### src/rtl/hb_decim2_pkg.sv
package hb_decim2_pkg;
  localparam int NTAP  = 15;
  localparam int NSIDE = (NTAP - 1 + 3) / 4;
  localparam int CW    = 8;
  localparam int FRAC  = CW - 1;

  // Side coefficient k applies to taps 2k and NTAP-1-2k, scale 2^FRAC.
  function automatic int side_coef(input int k);
    case (k)
      0:       return -1;
      1:       return 5;
      2:       return -12;
      default: return 40;
    endcase
  endfunction

  // Signed-digit split: positive-weight digits of |c| (swapped for c<0).
  function automatic logic [CW:0] csd_plus(input int c);
    int m;
    int t;
    int p;
    int n;
    m = (c < 0) ? -c : c;
    t = 3 * m;
    p = ((m ^ t) & t) >> 1;
    n = ((m ^ t) & m) >> 1;
    return (c < 0) ? n[CW:0] : p[CW:0];
  endfunction

  function automatic logic [CW:0] csd_minus(input int c);
    int m;
    int t;
    int p;
    int n;
    m = (c < 0) ? -c : c;
    t = 3 * m;
    p = ((m ^ t) & t) >> 1;
    n = ((m ^ t) & m) >> 1;
    return (c < 0) ? p[CW:0] : n[CW:0];
  endfunction
endpackage

### src/rtl/hb_tapline.sv
module hb_tapline #(
  parameter int DW   = 16,
  parameter int NTAP = 15
) (
  input  logic                      clk,
  input  logic                      rst_n,
  input  logic                      in_valid,
  input  logic [DW-1:0]             in_data,
  output logic [NTAP-1:0][DW-1:0]   taps,
  output logic                      calc
);
  logic [NTAP-1:0][DW-1:0] taps_q, taps_d;
  logic                    phase_q, phase_d;
  logic                    calc_q, calc_d;

  always_comb begin
    taps_d  = taps_q;
    phase_d = phase_q;
    calc_d  = 1'b0;
    if (in_valid) begin
      taps_d[0] = in_data;
      for (int i = 1; i < NTAP; i++) taps_d[i] = taps_q[i-1];
      phase_d = ~phase_q;
      calc_d  = phase_q;
    end
  end

  always_ff @(posedge clk or negedge rst_n) begin
    if (!rst_n) begin
      taps_q  <= '0;
      phase_q <= 1'b0;
      calc_q  <= 1'b0;
    end else begin
      if (in_valid) begin
        taps_q  <= taps_d;
        phase_q <= phase_d;
      end
      calc_q <= calc_d;
    end
  end

  assign taps = taps_q;
  assign calc = calc_q;
endmodule

### src/rtl/hb_csd_mult.sv
module hb_csd_mult #(
  parameter int IW   = 17,
  parameter int CW   = 8,
  parameter int COEF = 5
) (
  input  logic signed [IW-1:0]    x,
  output logic signed [IW+CW:0]   p
);
  localparam int PW = IW + CW + 1;
  localparam logic [CW:0] POS = hb_decim2_pkg::csd_plus(COEF);
  localparam logic [CW:0] NEG = hb_decim2_pkg::csd_minus(COEF);

  logic signed [PW-1:0] xe;
  logic signed [PW-1:0] term [CW+1];

  assign xe = PW'(x);

  for (genvar j = 0; j <= CW; j++) begin : g_digit
    if (POS[j]) begin : g_pos
      assign term[j] = xe <<< j;
    end else if (NEG[j]) begin : g_neg
      assign term[j] = -(xe <<< j);
    end else begin : g_zero
      assign term[j] = '0;
    end
  end

  always_comb begin
    p = '0;
    for (int j = 0; j <= CW; j++) p = p + term[j];
  end
endmodule

### src/rtl/hb_round_sat.sv
module hb_round_sat #(
  parameter int AW   = 28,
  parameter int FRAC = 7,
  parameter int OW   = 16
) (
  input  logic signed [AW-1:0] acc,
  output logic signed [OW-1:0] y
);
  localparam logic signed [AW-1:0] HALF = AW'(1) <<< (FRAC - 1);
  localparam logic signed [AW-1:0] OMAX = AW'((64'sd1 <<< (OW - 1)) - 1);
  localparam logic signed [AW-1:0] OMIN = -(AW'(64'sd1 <<< (OW - 1)));

  logic signed [AW-1:0] rnd;
  logic signed [AW-1:0] q;

  always_comb begin
    rnd = acc + HALF;
    q   = rnd >>> FRAC;
    if (q > OMAX)      y = OMAX[OW-1:0];
    else if (q < OMIN) y = OMIN[OW-1:0];
    else               y = q[OW-1:0];
  end
endmodule

### src/rtl/hb_decim2.sv
module hb_decim2 #(
  parameter int DW = 16,
  parameter int OW = 16
) (
  input  logic                 clk,
  input  logic                 rst_n,
  input  logic                 in_valid,
  input  logic signed [DW-1:0] in_data,
  output logic                 out_valid,
  output logic signed [OW-1:0] out_data
);
  import hb_decim2_pkg::*;

  localparam int IW  = DW + 1;
  localparam int PW  = IW + CW + 1;
  localparam int AW  = PW + 2;
  localparam int MID = (NTAP - 1) / 2;

  logic [NTAP-1:0][DW-1:0] taps;
  logic                    calc;
  logic signed [PW-1:0]    prod [NSIDE];
  logic signed [AW-1:0]    acc;
  logic signed [OW-1:0]    y;
  logic                    out_valid_q;
  logic signed [OW-1:0]    out_data_q;

  hb_tapline #(.DW(DW), .NTAP(NTAP)) i_tapline (
    .clk      (clk),
    .rst_n    (rst_n),
    .in_valid (in_valid),
    .in_data  (in_data),
    .taps     (taps),
    .calc     (calc)
  );

  for (genvar k = 0; k < NSIDE; k++) begin : g_side
    logic signed [IW-1:0] pre;
    assign pre = IW'(signed'(taps[2*k])) + IW'(signed'(taps[NTAP-1-2*k]));
    hb_csd_mult #(.IW(IW), .CW(CW), .COEF(side_coef(k))) i_mult (
      .x (pre),
      .p (prod[k])
    );
  end

  always_comb begin
    acc = AW'(signed'(taps[MID])) <<< (FRAC - 1);
    for (int k = 0; k < NSIDE; k++) acc = acc + AW'(prod[k]);
  end

  hb_round_sat #(.AW(AW), .FRAC(FRAC), .OW(OW)) i_round (
    .acc (acc),
    .y   (y)
  );

  always_ff @(posedge clk or negedge rst_n) begin
    if (!rst_n) begin
      out_valid_q <= 1'b0;
      out_data_q  <= '0;
    end else begin
      out_valid_q <= calc;
      if (calc) out_data_q <= y;
    end
  end

  assign out_valid = out_valid_q;
  assign out_data  = out_data_q;
endmodule

### config.mk
export PLATFORM = sky130hd
export DESIGN_NAME = hb_decim2
export DESIGN_NICKNAME = d
export VERILOG_FILES = /design/src/rtl/hb_decim2_pkg.sv /design/src/rtl/hb_tapline.sv /design/src/rtl/hb_csd_mult.sv /design/src/rtl/hb_round_sat.sv /design/src/rtl/hb_decim2.sv
export SDC_FILE = /design/constraint.sdc
export NUM_CORES = 1
export LEC_CHECK = 0
export BUFFER_PORTS_ARGS = -buffer_cell sky130_fd_sc_hd__buf_4
export CORE_ASPECT_RATIO = 1.5
export CORE_MARGIN = 10
export CORE_UTILIZATION = 60
export DETAILED_ROUTE_END_ITERATION = 10
export HOLD_SLACK_MARGIN = 0.02
export PLACE_DENSITY = 0.87
export SLEW_MARGIN = 20
export SYNTH_ARGS = -nofsm -noshare
export SYNTH_HDL_FRONTEND = slang
export SYNTH_SLANG_ARGS = --single-unit
export TNS_END_PERCENT = 10
### constraint.sdc
create_clock -name clk -period 8.9 [get_ports clk]
set_clock_uncertainty 0.2 [all_clocks]
set_input_delay 0.445 -clock clk [delete_from_list [all_inputs] [get_ports clk]]
set_output_delay 0.445 -clock clk [all_outputs]
set_load 0.005 [all_outputs]
==> metrics, run 1 <==
outcome=complete, no violations; Total Wirelength=33300 um; final hold vios=0; FF+latch count, synth=259; most used cell along the critical path=fa_1; cell count of the worst hold path=1; CP peak stage delay=0.58 ns; maximum root-to-sink buffer count=3; Final Max Tran Viols=0; placed wire-length estimate=24800 um; vias in the first global route=10.9k; RSZ-0062 raised after global routing=no; # port buffers=35; die height=221 um; Area Overhead vs Synth=10.4%; syn_nets=1529; final setup fails=0; Most used DFF post-synth=dfrtp_1; met3 WL=1010 um; global route total overflow=0; Cell Area, Synth=16100 um2; Final ANT Viol Nets=0; critical path class=register to register; drt first pass iters=6; GP Congestion=0.908; Netlist cell types=67; Mapped Cells=1277; Hold WS=0.268 ns; CTS tree=done; MaxCap Viol Count=0; Post-synth EDFFs=0; Ys Warns=0; worst-margin pin slew=0.893 ns; Sink Count=259; Storage cell area=6480 um2; R2R Path Start=i_tapline.taps[64]$_DFFE_PN0P_; Cell Rows=73; antenna fix cells=0; Relative slew margins=40.5%; register area share after synthesis=40.3%; DRC violations left=0; crit path DAT=8.60 ns; Avg WL per Cell=19.8 um; Root Buffer=clkbuf_16; die footprint=33900 um2; post-route minimum period=8.38 ns; highest metal used=met4; crit share post-route=94.2%; hold crit path type=register to register; R2R cell count=28; CP Capture Type=register; final core utilization=67.1%; fmax=119 MHz; initial antenna violation count=0; Top Ports=36; H-tree levels=1; Initial Utilization=60.8%; pin count of the biggest net entering global routing=109; fraction of registers with async set/reset=100%; worst hold start=i_tapline.phase_q$_DFFE_PN0P_; r2r setup slk=0.52 ns; clock latency on the worst-skew pair=0.54 ns; hold path endpoint=i_tapline.phase_q$_DFFE_PN0P_; Worst Setup Start Kind=register; wl on met1=11600 um; Die X-Extent=154 um; Required @ worst endpoint=9.12 ns; 1st-iter DRT viols=581; reg-to-reg endpoint=out_data[4]$_DFFE_PN0P_; first-pass GRT wire length=55000 um; fillers=1838; slowest cell on the critical path=nor3_1; vias per inst=5.86; TNS Setup=0 ns; CP max FO=15; multi-input logic area=9070 um2; Vias=9858; core footprint=26500 um2; Final nets=1581; DR WL met2=18700 um; average size of a mapped cell=12.6 um2; CTS clk-pin slew, worst paths=0.07 ns; CTS buffer count=23; layout cells sized above 1=25.6%; global-route usage over all layers=19.9%
==> worst max-delay path: cells and delay by family, from the launching register on <==
kind                       cells  cell delay (ns)
buffers and inverters          3             0.46
adders and majority gates      8             3.09
AOI/OAI and AO/OA             12             3.06
and+or+nand+nor                5             1.05
DFF                            1             0.39
==> placed cells by master, fill, tap and decap left out, drive strengths merged, types with 3 or more instances in the layout <==
cell type    synthesis  layout
nand2               34      34
and3                10      10
o31ai                3       3
mux2               230     230
o21a                 8       8
or2                  4       4
a31oi                7       7
xnor2               36      36
inv                116     117
a311oi               3       3
a21oi               37      37
or3                 14      14
nor3                20      20
nor2                43      43
o311ai               3       3
o22ai               16      16
nand3               20      20
o21bai               8       8
o211ai               3       3
a211oi               6       6
a211o                4       4
nor2b                8       8
buf                  3      44
clkinv               0       4
clkbuf              31      29
a21o                16      16
dlygate4sd3          0      17
o41ai                3       3
bufinv               0       5
xor2                27      27
o21ai               40      40
dfrtp              259     259
fa                 115     115
o32ai                3       3
ha                 118     118
nand4                3       3
==> layout make-up <==
| class | count | area share, % |
|---|---|---|
| Inverter | 116 | 2.45 |
| Clock inverter | 12 | 1.18 |
| Sequential cell | 259 | 36.5 |
| Tap cell | 337 | 2.37 |
| Timing Repair Buffer | 61 | 3.01 |
| Clock buffer | 29 | 3.48 |
| Multi-Input combinational cell | 868 | 51.0 |
==> flip-flops by register name, summed over array words and instances, names as in the netlist <==
signal	count
i_tapline.taps	240
out_data	16
i_tapline.calc	1
i_tapline.phase_q	1
out_valid	1
==> cells in the mapped netlist (2+ instances only) <==
library cell / instances / share of area, %
a211o_1: 4 / 0.22
a211oi_1: 6 / 0.28
a21o_1: 15 / 0.70
a21oi_1: 37 / 1.2
a221oi_1: 2 / 0.11
a311oi_1: 3 / 0.16
a31oi_1: 5 / 0.19
a31oi_4: 2 / 0.26
and2_1: 2 / 0.078
and3_1: 10 / 0.39
clkbuf_1: 31 / 0.72
dfrtp_1: 259 / 40
fa_1: 115 / 14
ha_1: 118 / 9.2
inv_1: 116 / 2.7
mux2_2: 230 / 16
nand2_1: 34 / 0.79
nand2b_1: 2 / 0.078
nand3_1: 19 / 0.59
nand4_1: 3 / 0.12
nor2_1: 43 / 1.0
nor2b_1: 8 / 0.31
nor3_1: 20 / 0.62
nor3b_1: 2 / 0.093
o211ai_1: 2 / 0.093
o21a_1: 8 / 0.37
o21ai_0: 40 / 1.2
o21bai_1: 8 / 0.37
o22ai_1: 8 / 0.31
o22ai_2: 8 / 0.62
o311ai_0: 3 / 0.16
o31ai_1: 3 / 0.14
o32ai_1: 2 / 0.11
o41ai_1: 2 / 0.11
or2_2: 3 / 0.12
or3_1: 12 / 0.47
or3_2: 2 / 0.093
xnor2_1: 35 / 1.9
xor2_1: 27 / 1.5
==> worst max path at each step <==
stage                              startpoint                        to
3_3_place_gp   i_tapline.taps[32]$_DFFE_PN0P_   out_data[1]$_DFFE_PN0P_
5_1_grt        i_tapline.taps[32]$_DFFE_PN0P_   out_data[4]$_DFFE_PN0P_
2_1_floorplan  i_tapline.taps[32]$_DFFE_PN0P_  out_data[10]$_DFFE_PN0P_
3_5_place_dp   i_tapline.taps[32]$_DFFE_PN0P_   out_data[4]$_DFFE_PN0P_
4_1_cts        i_tapline.taps[32]$_DFFE_PN0P_   out_data[4]$_DFFE_PN0P_
6_report       i_tapline.taps[64]$_DFFE_PN0P_   out_data[4]$_DFFE_PN0P_
==> metal layers <==
layer	global-route usage, %	vias to the layer above
met5	0	-
li1	-	4554
met4	11.0	0
met2	38.3	220
met3	2.12	94
met1	20.5	4990
==> through the flow <==
| step | setup WS [ns] | instance area [um2] | instances |
|---|---|---|---|
| floorplan | 1.12 | 16100 | 1277 |
| global placement | 0.523 | 16700 | 1622 |
| detailed placement | 0.256 | 16700 | 1622 |
| CTS | 0.224 | 17700 | 1680 |
| global route | 0.0598 | 17800 | 1682 |
| finish | 0.519 | 17800 | 1682 |
==> what timing repair did <==
item	CTS	global route
setup endpoints to repair	0	15
gates resized for setup	0	6
hold endpoints to repair	122	0
hold buffers	17	0
buffers inserted	0	1
==> cell families (layout without fill, tap and decap cells) <==
kind of cell | Yosys count | after routing | share of synthesized area [%]
flip-flops | 259 | 259 | 40.3
adder cells (fa/ha/maj) | 233 | 233 | 23.5
multiplexers | 230 | 230 | 16.1
AO/OA/AOI/OAI | 176 | 176 | 7.99
AND/OR/NAND/NOR | 166 | 166 | 5.12
buffers and inverters | 150 | 218 | 3.57
XOR/XNOR | 63 | 63 | 3.48
Power of run 1 is left out: the tool's default activity adds up to more than one toggle a clock period on the data nets, which glitch-free logic cannot reach.
==> run 2: changes to the inputs <==
--- a/config.mk
+++ b/config.mk
@@ -9,6 +9,7 @@
 export CORE_ASPECT_RATIO = 1.5
 export CORE_MARGIN = 10
 export CORE_UTILIZATION = 60
+export CTS_BUF_LIST = sky130_fd_sc_hd__clkbuf_8 sky130_fd_sc_hd__clkbuf_16
 export DETAILED_ROUTE_END_ITERATION = 10
 export HOLD_SLACK_MARGIN = 0.02
 export PLACE_DENSITY = 0.87
==> run 2 against run 1 <==
  * Fmax shrank 0.11%
  * Critical path depth is the same
  * Routed wire length grew 0.16%
  * Worst hold slack is the same
==> metrics, run 2 (synthesis results as in run 1) <==
CP max FO=15 (unchanged); H-tree levels=1 (unchanged); global route total overflow=0 (unchanged); worst-margin pin slew=0.892 ns (-0.000400 ns); Final nets=1581 (unchanged); CTS buffer count=23 (unchanged); post-route minimum period=8.39 ns (+0.00891 ns); global-route usage over all layers=19.9% (unchanged); clock latency on the worst-skew pair=0.54 ns (about the same); Die X-Extent=154 um (unchanged); DRC violations left=0 (unchanged); CP Capture Type=register; crit path DAT=8.61 ns (about the same); vias per inst=5.87 (+0.21%); CP peak stage delay=0.58 ns (about the same); Top Ports=36 (unchanged); Avg WL per Cell=19.8 um (+0.16%); placed wire-length estimate=24800 um (unchanged); GP Congestion=0.908 (unchanged); final setup fails=0 (unchanged); Relative slew margins=40.5% (about the same); max reg flops=240 (unchanged); TNS Setup=0 ns (unchanged); antenna fix cells=0 (unchanged); die footprint=33900 um2 (unchanged); Required @ worst endpoint=9.12 ns (about the same); critical path class=register to register; fmax=119 MHz (-0.11%); commonest cells after routing, fill and taps aside=dfrtp_1 (259), mux2_2 (230), inv_1 (120); Final ANT Viol Nets=0 (unchanged); multi-input logic area=9070 um2 (unchanged); outcome=complete, no violations; maximum root-to-sink buffer count=3 (unchanged); hold crit path type=register to register; slowest cell on the critical path=nor3_1; commonest non-fill, non-tap cell in the layout=dfrtp_1; MaxCap Viol Count=0 (unchanged); core footprint=26500 um2 (unchanged); first-pass GRT wire length=55000 um (unchanged); # port buffers=35 (unchanged); Vias=9879 (+0.21%); CTS tree=done; Storage cell area=6480 um2 (unchanged); Initial Utilization=60.8% (unchanged); Sink Count=259 (unchanged); die height=221 um (unchanged); RSZ-0062 raised after global routing=no; Worst Setup Start Kind=register; Total Wirelength=33300 um (+0.16%); final hold vios=0 (unchanged); 1st-iter DRT viols=598 (+2.9%); Area Overhead vs Synth=10.4% (unchanged); Cell Rows=73 (unchanged); Final Max Tran Viols=0 (unchanged); fillers=1838 (unchanged); most used cell along the critical path=fa_1; drt first pass iters=6 (unchanged); vias in the first global route=10.9k (unchanged); initial antenna violation count=0 (unchanged); Root Buffer=clkbuf_16; pin count of the biggest net entering global routing=109 (unchanged); CTS clk-pin slew, worst paths=0.07 ns (about the same); layout cells sized above 1=25.6% (unchanged); crit share post-route=94.3% (+0.10 points)
==> run 2: cell types whose count changed in the layout (fill, tap and decap cells not counted), sizes merged <==
cell,change
inv,+4
clkbuf,-4
==> run 2: critical path, delay by kind of cell (launching register included) <==
kind,cells,cell delay (ns)
simple gates,5,1.05
buf+inv,3,0.46
compound gates,12,3.06
flops,1,0.39
fa+ha+maj,8,3.09
==> run 2: area by class of cell <==
cell class	instances	area share (%)
inverters	116	2.45
flip-flops and latches	259	36.5
clock inverters	16	1.26
multi-input cells	868	51.0
clock buffers	25	3.39
repair buffers	61	3.01
well taps	337	2.37
==> run 2: repair_timing <==
item                                    CTS  global route
buffers inserted                          0             1
hold buffers                             17             0
hold endpoints to repair                122             0
endpoints found under the setup margin    0            15
resized for setup                         0             6
==> run 2: per-stage QoR <==
| step | instances | hold WS (ns) | instance area [um2] | setup slack (ns) | utilization (%) |
|---|---|---|---|---|---|
| 6_report | 1682 | 0.268 | 17800 | 0.510 | 67.1 |
| 5_1_grt | 1682 | 0.302 | 17800 | 0.0598 | 67.1 |
| 4_1_cts | 1680 | 0.253 | 17700 | 0.224 | 66.8 |
| 3_5_place_dp | 1622 | 0.259 | 16700 | 0.256 | 63.1 |
| 3_3_place_gp | 1622 | 0.248 | 16700 | 0.523 | 63.1 |
| 2_1_floorplan | 1277 | -0.0506 | 16100 | 1.12 | - |
==> run 2: final timing paths <==
path / startpoint / end / slack, ns / cells after the start
min in group asynchronous: rst_n / i_tapline.taps[8]$_DFFE_PN0P_ / 0.34 / 2
setup reg to reg: i_tapline.taps[64]$_DFFE_PN0P_ / out_data[4]$_DFFE_PN0P_ / 0.51 / 28
setup / recovery: i_tapline.taps[64]$_DFFE_PN0P_ / out_data[4]$_DFFE_PN0P_ / 0.51 / 28
hold / removal: i_tapline.phase_q$_DFFE_PN0P_ / i_tapline.phase_q$_DFFE_PN0P_ / 0.27 / 1
hold reg to reg: i_tapline.phase_q$_DFFE_PN0P_ / i_tapline.phase_q$_DFFE_PN0P_ / 0.27 / 1
max in group asynchronous: rst_n / i_tapline.taps[174]$_DFFE_PN0P_ / 6.75 / 3
==> run 2: metal layers <==
metal,GRT usage (%),up-vias,routed length (um)
li1,-,4554,-
met4,11.0,0,1930
met2,38.3,241,18700
met1,20.5,4984,11600
met3,2.12,100,1070
met5,0,-,0
Power of run 2 is left out for the same reason.
